## config.mk

```make
export PLATFORM = sky130hd
export DESIGN_NAME = tmr8_wavegen
export DESIGN_NICKNAME = d
export VERILOG_FILES = /design/src/rtl/tmr8_wavegen.sv
export SDC_FILE = /design/constraint.sdc
export NUM_CORES = 1
export LEC_CHECK = 0
export BUFFER_PORTS_ARGS = -buffer_cell sky130_fd_sc_hd__clkbuf_2
export CAP_MARGIN = 20
export CORE_UTILIZATION = 51
export DETAILED_ROUTE_END_ITERATION = 7
export HOLD_SLACK_MARGIN = 0.06
export PLACE_DENSITY = 0.83
export SYNTH_ARGS = -nofsm -noshare
export SYNTH_HDL_FRONTEND = slang
export SYNTH_SLANG_ARGS = --single-unit
```

## constraint.sdc

```tcl
create_clock -name clk -period 2.4 [get_ports clk]
set_input_delay 0.24 -clock clk [delete_from_list [all_inputs] [get_ports clk]]
set_output_delay 0.24 -clock clk [all_outputs]
set_load 0.1 [all_outputs]
```

## src/rtl/tmr8_wavegen.sv

```systemverilog
module tmr8_wavegen #(
  parameter int W = 8
) (
  input  logic         clk,
  input  logic         rst_n,
  input  logic         ctl_we,
  input  logic [7:0]   ctl_wdata,
  output logic [7:0]   ctl_rdata,
  input  logic         cfg_we,
  input  logic [7:0]   cfg_wdata,
  input  logic         ocra_we,
  input  logic         ocrb_we,
  input  logic [W-1:0] ocr_wdata,
  output logic [W-1:0] count,
  output logic         ovf_flag,
  output logic         match_a_flag,
  output logic         match_b_flag,
  output logic         wave_a,
  output logic         wave_b
);
  localparam logic [W-1:0] MAXV = '1;
  localparam logic [W-1:0] ZERO = '0;
  localparam logic [W-1:0] ONE  = W'(1);

  logic [2:0]   cs;
  logic         mhi;
  logic [1:0]   mlo, coma, comb;
  logic [W-1:0] cnt, bufa, bufb, ocra_q, ocrb_q;
  logic         up, wa, wb;
  logic [9:0]   pre;
  logic         tick;

  wire [2:0] mode  = {mhi, mlo};
  wire       pwm   = mode[0];
  wire       fast  = mode[0] & mode[1];
  wire       phase = mode[0] & ~mode[1];
  wire       top_a = (mode == 3'd2) || (mode == 3'd5) || (mode == 3'd7);
  wire [W-1:0] top = top_a ? ocra_q : MAXV;

  wire unused_bits = ^{ctl_wdata[5:4], cfg_wdata[3:2]};

  always_comb begin
    case (cs)
      3'd1:    tick = 1'b1;
      3'd2:    tick = &pre[2:0];
      3'd3:    tick = &pre[5:0];
      3'd4:    tick = &pre[7:0];
      3'd5:    tick = &pre[9:0];
      default: tick = 1'b0;
    endcase
  end

  wire at_top  = tick & (cnt == top);
  wire hit_a   = tick & (cnt == ocra_q);
  wire hit_b   = tick & (cnt == ocrb_q);
  wire ovf_evt = phase ? (tick & ~up & (cnt == ZERO))
               : fast  ? at_top
               :         (tick & (cnt == MAXV));
  wire upd     = fast ? at_top : (phase & at_top & up);
  wire frc_a   = ctl_we & ctl_wdata[7] & ~pwm;
  wire frc_b   = ctl_we & ctl_wdata[6] & ~pwm;

  wire [W-1:0] bufa_n = ocra_we ? ocr_wdata : bufa;
  wire [W-1:0] bufb_n = ocrb_we ? ocr_wdata : bufb;

  function automatic logic wave_nx(input logic cur, input logic [1:0] com,
                                   input logic hit, input logic frc);
    logic nx;
    nx = cur;
    if (!pwm) begin
      if (hit || frc)
        case (com)
          2'b01:   nx = ~cur;
          2'b10:   nx = 1'b0;
          2'b11:   nx = 1'b1;
          default: nx = cur;
        endcase
    end else if (fast && at_top) begin
      if (com == 2'b10) nx = 1'b1;
      else if (com == 2'b11) nx = 1'b0;
    end else if (hit) begin
      if (com == 2'b10) nx = (fast || up) ? 1'b0 : 1'b1;
      else if (com == 2'b11) nx = (fast || up) ? 1'b1 : 1'b0;
    end
    return nx;
  endfunction

  always_ff @(posedge clk) begin
    if (!rst_n) begin
      cs <= '0; mhi <= 1'b0; mlo <= '0; coma <= '0; comb <= '0;
      cnt <= '0; up <= 1'b1; pre <= '0;
      bufa <= '0; bufb <= '0; ocra_q <= '0; ocrb_q <= '0;
      wa <= 1'b0; wb <= 1'b0;
      ovf_flag <= 1'b0; match_a_flag <= 1'b0; match_b_flag <= 1'b0;
    end else begin
      pre <= pre + 10'd1;
      if (ctl_we) begin
        mhi <= ctl_wdata[3];
        cs  <= ctl_wdata[2:0];
      end
      if (cfg_we) begin
        coma <= cfg_wdata[7:6];
        comb <= cfg_wdata[5:4];
        mlo  <= cfg_wdata[1:0];
      end
      bufa <= bufa_n;
      bufb <= bufb_n;
      if (!pwm || upd) begin
        ocra_q <= bufa_n;
        ocrb_q <= bufb_n;
      end
      if (tick) begin
        if (phase) begin
          if (up) begin
            if (cnt == top) begin
              up  <= 1'b0;
              cnt <= (cnt == ZERO) ? ZERO : cnt - ONE;
            end else cnt <= cnt + ONE;
          end else if (cnt == ZERO) begin
            up  <= 1'b1;
            cnt <= (top == ZERO) ? ZERO : ONE;
          end else cnt <= cnt - ONE;
        end else if ((fast || mode == 3'd2) && cnt == top) cnt <= ZERO;
        else cnt <= cnt + ONE;
      end
      wa <= wave_nx(wa, coma, hit_a, frc_a);
      wb <= wave_nx(wb, comb, hit_b, frc_b);
      ovf_flag     <= ovf_evt;
      match_a_flag <= hit_a;
      match_b_flag <= hit_b;
    end
  end

  assign count     = cnt;
  assign ctl_rdata = {4'b0000, mhi, cs};
  assign wave_a    = (coma == 2'b00 || (pwm && coma == 2'b01)) ? 1'b0 : wa;
  assign wave_b    = (comb == 2'b00 || (pwm && comb == 2'b01)) ? 1'b0 : wb;
endmodule

```

---- After elaboration in Yosys (flattened, before gate mapping) ----
Index checks and enable logic that the tools add are counted.
operators by class
  equal/unequal tests ..................... 22
  muxes and demuxes ....................... 39
  add/sub/neg operators ................... 3
  reductions and logical operators ........ 29
  bitwise operators ....................... 19
operators with widths
  cell                                                  count
  two-way mux 8 bit                                     9
  two-way mux 1 bit                                     27
  equality test 8 bit                                   3
  logical NOT 8 bit                                     2
  AND 1 bit                                             14
  equality test 3 bit (second input constant)           4
  != test 3 x 1 -> 1 bit (second input constant)        4
  adder 10 x 1 -> 10 bit (second input constant)        1
  AND reduction 10 bit                                  1
  equality test 3 x 2 -> 1 bit (second input constant)  3
  logical OR 1 bit                                      9
  adder 8 x 1 -> 8 bit (second input constant)          1
  equality test 2 bit (second input constant)           4
  equality test 8 bit (second input constant)           1
  AND reduction 4 bit                                   2
  AND reduction 8 bit                                   1
  subtractor 8 x 1 -> 8 bit (second input constant)     1
  one-hot mux 1 bit (3 select lines)                    2
  AND reduction 6 bit                                   1
  nonzero test 3 bit                                    2
  NOT 1 bit                                             5
  one-hot mux 1 bit (5 select lines)                    1
  equality test 2 x 1 -> 1 bit (second input constant)  2
  logical AND 1 bit                                     4
  other kinds (6)                                       8
storage, ports and cells
  logic and storage cells ................. 129
  output and inout bits ................... 21
  register bits ........................... 66
  input port bits ......................... 30

---- Depth between registers and ports, before layout ----
  depth after elaboration ................. 10
  gate-level depth with buffers ........... 10
  gate-level depth less buffers ........... 9

---- Worst setup path before layout ----
OpenSTA, ideal clock, no wires.
  path type ............................... reg-to-reg
  start point ............................. register cnt[2] (netlist: count[2])
  end point ............................... register cnt[4] (netlist: count[4])
  required time ........................... 2.314 ns
  clock period less this slack ............ 3.341 ns
  arrival time ............................ 3.255 ns
  library setup time ...................... 0.086 ns
  cell stages (with the launch flop) ...... 10
  setup slack ............................. -0.941 ns
  path through ............................ dfxtp_1 -> buf_2 -> nor2b_1 -> a2111o_1 -> or3_1 -> buf_6 -> o31ai_4 -> mux2_1 -> o221a_1 -> a211oi_1
between the ends
  longest elaborated chain between the ends .. 5
RTL lines
  what                                                                   line           source
  start: declaration                                                     28             logic [W-1:0] cnt, bufa, bufb, ocra_q, ocrb_q;
  start signal: assignment                                               117            cnt <= (cnt == ZERO) ? ZERO : cnt - ONE;
  start signal: assignment                                               118            end else cnt <= cnt + ONE;
  start signal: assignment                                               121            cnt <= (top == ZERO) ? ZERO : ONE;
  subtractor 8 x 1 -> 8 bit / logical NOT 8 bit (equally long branches)  117, 122, 119
  two-way mux 8 bit                                                      117
  two-way mux 8 bit                                                      115            if (cnt == top) begin
  two-way mux 8 bit                                                      114            if (up) begin
  two-way mux 8 bit *                                                    113            if (phase) begin
Mark *: on every way between the ends. The rest lies on a longest branch, timed or not.
A chain may end at the register's enable or synchronous reset.

---- Worst setup path in the final report ----
  start point ............................. register mhi
  end point ............................... register cnt[2] (netlist: count[2])
between the ends
  longest elaborated chain between the ends .. 8
RTL lines
  what                                                                        line      source
  start: declaration                                                          26        logic mhi;
  start signal: assignment                                                    98        mhi <= ctl_wdata[3];
  equality test 3 x 2 -> 1 bit / equality test 3 bit (equally long branches)  37, 123
  logical OR 1 bit (2 in a row)                                               37        wire top_a = (mode == 3'd2) || (mode == 3'd5) || (mode == 3'd7);
  two-way mux 8 bit                                                           38        wire [W-1:0] top = top_a ? ocra_q : MAXV;
  equality test 8 bit                                                         115, 123
  two-way mux 8 bit / logical AND 1 bit (equally long branches)               115, 123
  two-way mux 8 bit (on tied branches)                                        114, 123
  two-way mux 8 bit *                                                         113
  end signal: assignment                                                      117
  end signal: assignment                                                      118
  end signal: assignment                                                      124       else cnt <= cnt + ONE;
Marks and branches as above.

==> run summary <==
run status: complete, but fails checks
failing checks: negative setup slack
Antenna diodes: 0
max cap viols: 0
CP Class: reg -> reg
Initial DRC Count: 241
DR vias: 3602
required time worst endpoint: 2.64 ns
die area: 7590 um2
ys flop type: dfxtp_1
crit-path cells: or3b_4 > a211oi_2 > buf_4 > o221ai_4 > o31a_1 > o21bai_1 > a21oi_1 > o41a_1
Slew HR: 0.612
CP bufs+invs: 1
Clock Skew: 0.0148 ns
vias in the first global route: 3308
Port Buffers: 42
share of cells above drive strength 1: 0.293
Post-synth EDFFs: 0
Synth Area per Inst: 8.43 um2
Vias/cell: 5.89
fin util: 0.671
drt wl/cell: 16.8 um
ys async rst share: 0
routed wire length: 10.3 mm
dpl ws: -0.00511 ns
crit path time final: 2.41 ns
final worst slack: -0.00734 ns
#FFs+latches synth: 66
delay-heaviest family, CP: compound AO/OA/AOI/OAI gates
P&R area growth vs syn: 25.5%
core box area: 6910 um2
Multi-input gate area: 2250 um2
clock buffer depth: 2
PD cells: 543 nW/um2
highest clock rate: 415 MHz
Final ANT Viol Nets: 0
drt drc: 0
HPWL Detailed: 6.85 mm
Finished Layout Cells: 612
Synth Instances: 438
slowest cell on the critical path: or3b_4
total CTS buffers: 9
Netlist cell types: 69
Clock Latency Late Sink: 0.36 ns
GRT Util Overall: 0.270
DP Cell Count: 588
Fin. Hold Viols: 0
Pwr Total: 2520 uW
fin crit share: 1.00
hold_buf cts: 0
CTS Root Cell: clkbuf_8
initial core utilization: 0.535
Yosys Warn Count: 0
final setup fails: 3
Crit. End Element: flop
GRT met1 Usage: 0.334
Synth Cell Area: 3690 um2
CTS Sinks: 66
crit start category: flop
fill cell total of the finished layout: 579
initial antenna violation count: 0
fin area: 4640 um2
CTS tree: done
GP Congestion: 0.892
Worst-Margin Slew: 0.580 ns
Pre-antenna DRT Iters: 5
Placed Area: 4230 um2
largest net degree at the start of global routing: 33
clk slew on worst S/H paths: 0.09 ns
Reg area: 1370 um2
final net count: 546
I/O Pins: 51
Hold Crit Class: in -> reg
first-pass GRT wire length: 15.8 mm
H-Tree Depth: 3
Leak Pwr: 0.00195 uW
fin. max-slew vios: 0
commonest non-fill, non-tap cell in the layout: nor2_1
met3 Usage GRT: 0.0673
RSZ-0062 raised after global routing: yes
global route hottest layer: met2
most frequent cells in the layout: nor2_1, dfxtp_1, buf_4, clkbuf_2, mux2i_1
Die Y: 87.1 um
GRT overflow: 0
worst path arrival time: 2.64 ns
Seq/Total Area, Yosys: 0.358
Worst Path Max Fanout: 6
Die W: 87.1 um
crit-path max cell delay: 0.41 ns
met2 Usage GRT: 0.457
Worst IR Drop VDD: 570 uV
Rows: 30
## logic make-up (layout without fill, tap and decap cells)
kind of cell	Yosys count	count (layout)	share of synthesized area
compound gates	106	106	0.219
xor+xnor	16	16	0.0379
fa+ha+maj	5	5	0.0169
buf+inv	48	123	0.0630
flops	66	66	0.358
mux	31	31	0.0847
other cells	1	4	0.00102
simple gates	165	165	0.220
## Yosys cell counts, types with 5 or more instances
master / instances / area (um2)
dfxtp_1: 66 / 1320
nor2_1: 62 / 233
mux2i_1: 29 / 290
nand2_1: 27 / 101
a21oi_1: 23 / 115
a211oi_1: 18 / 135
clkbuf_1: 17 / 63.8
nand3_1: 13 / 65.1
nor3_1: 13 / 65.1
xnor2_1: 12 / 105
inv_1: 11 / 41.3
nand2b_1: 9 / 56.3
buf_4: 8 / 60.1
a31oi_1: 7 / 43.8
nor2b_1: 7 / 43.8
and3_1: 6 / 37.5
buf_2: 6 / 30.0
o21ai_0: 6 / 30.0
and2_1: 5 / 31.3
ha_1: 5 / 62.6
nand4_1: 5 / 31.3
o22ai_1: 5 / 31.3
## worst min-delay path: cells and delay by family
family        cells  cell delay (ns)
buf+inv           1             0.08
simple gates      1             0.08
mux               1             0.06
## final timing paths
path / from / end / slack, ns / cells after the start
max: mhi / count[2] / -0.007 / 8
min: cfg_wdata[7] / coma[1] / 0.12 / 3
max reg2reg: mhi / count[2] / -0.007 / 8
min reg2reg: pre[0] / pre[0] / 0.43 / 1
## what timing repair did
| item | CTS | global route |
|---|---|---|
| pin swaps | 0 | 17 |
| endpoints found under the setup margin | 21 | 25 |
| buffers inserted | 1 | 5 |
| resized for setup | 4 | 25 |
| cloned | 1 | 1 |
## flip-flops by register name, indices dropped and copies added, names as in the netlist
register / flops
bufa: 8
bufb: 8
coma: 2
comb: 2
count: 8
cs: 3
match_a_flag: 1
match_b_flag: 1
mhi: 1
mlo: 2
ocra_q: 8
ocrb_q: 8
ovf_flag: 1
pre: 10
up: 1
wa: 1
wb: 1
## layer usage
metal	wire length, um	share of wire	vias up
met5	0	0	-
met4	274	0.027	0
met3	690	0.067	36
met2	4910	0.48	151
met1	4390	0.43	1682
li1	-	-	1733
## area by class of cell
| type | instances | share of cell area |
|---|---|---|
| clock buffers | 9 | 0.0267 |
| clock inverters | 7 | 0.0130 |
| inverters | 14 | 0.0113 |
| multi-input cells | 327 | 0.485 |
| flip-flops and latches | 66 | 0.295 |
| well taps | 96 | 0.0259 |
| repair buffers | 93 | 0.143 |
## power breakdown
group / switching, uW / internal (uW)
clock network: 514 / 391
logic: 261 / 176
registers: 38.8 / 1140
total: 813 / 1710
## metrics by stage
step	hold slack, ns	setup TNS [ns]
after floorplan	0.387	-1.08
after global placement	0.439	0
after detailed placement	0.464	-0.00905
after CTS	0.126	-0.0143
after global routing	0.136	-1.36
final	0.125	-0.0147
Power figures use the tool's default switching activity.
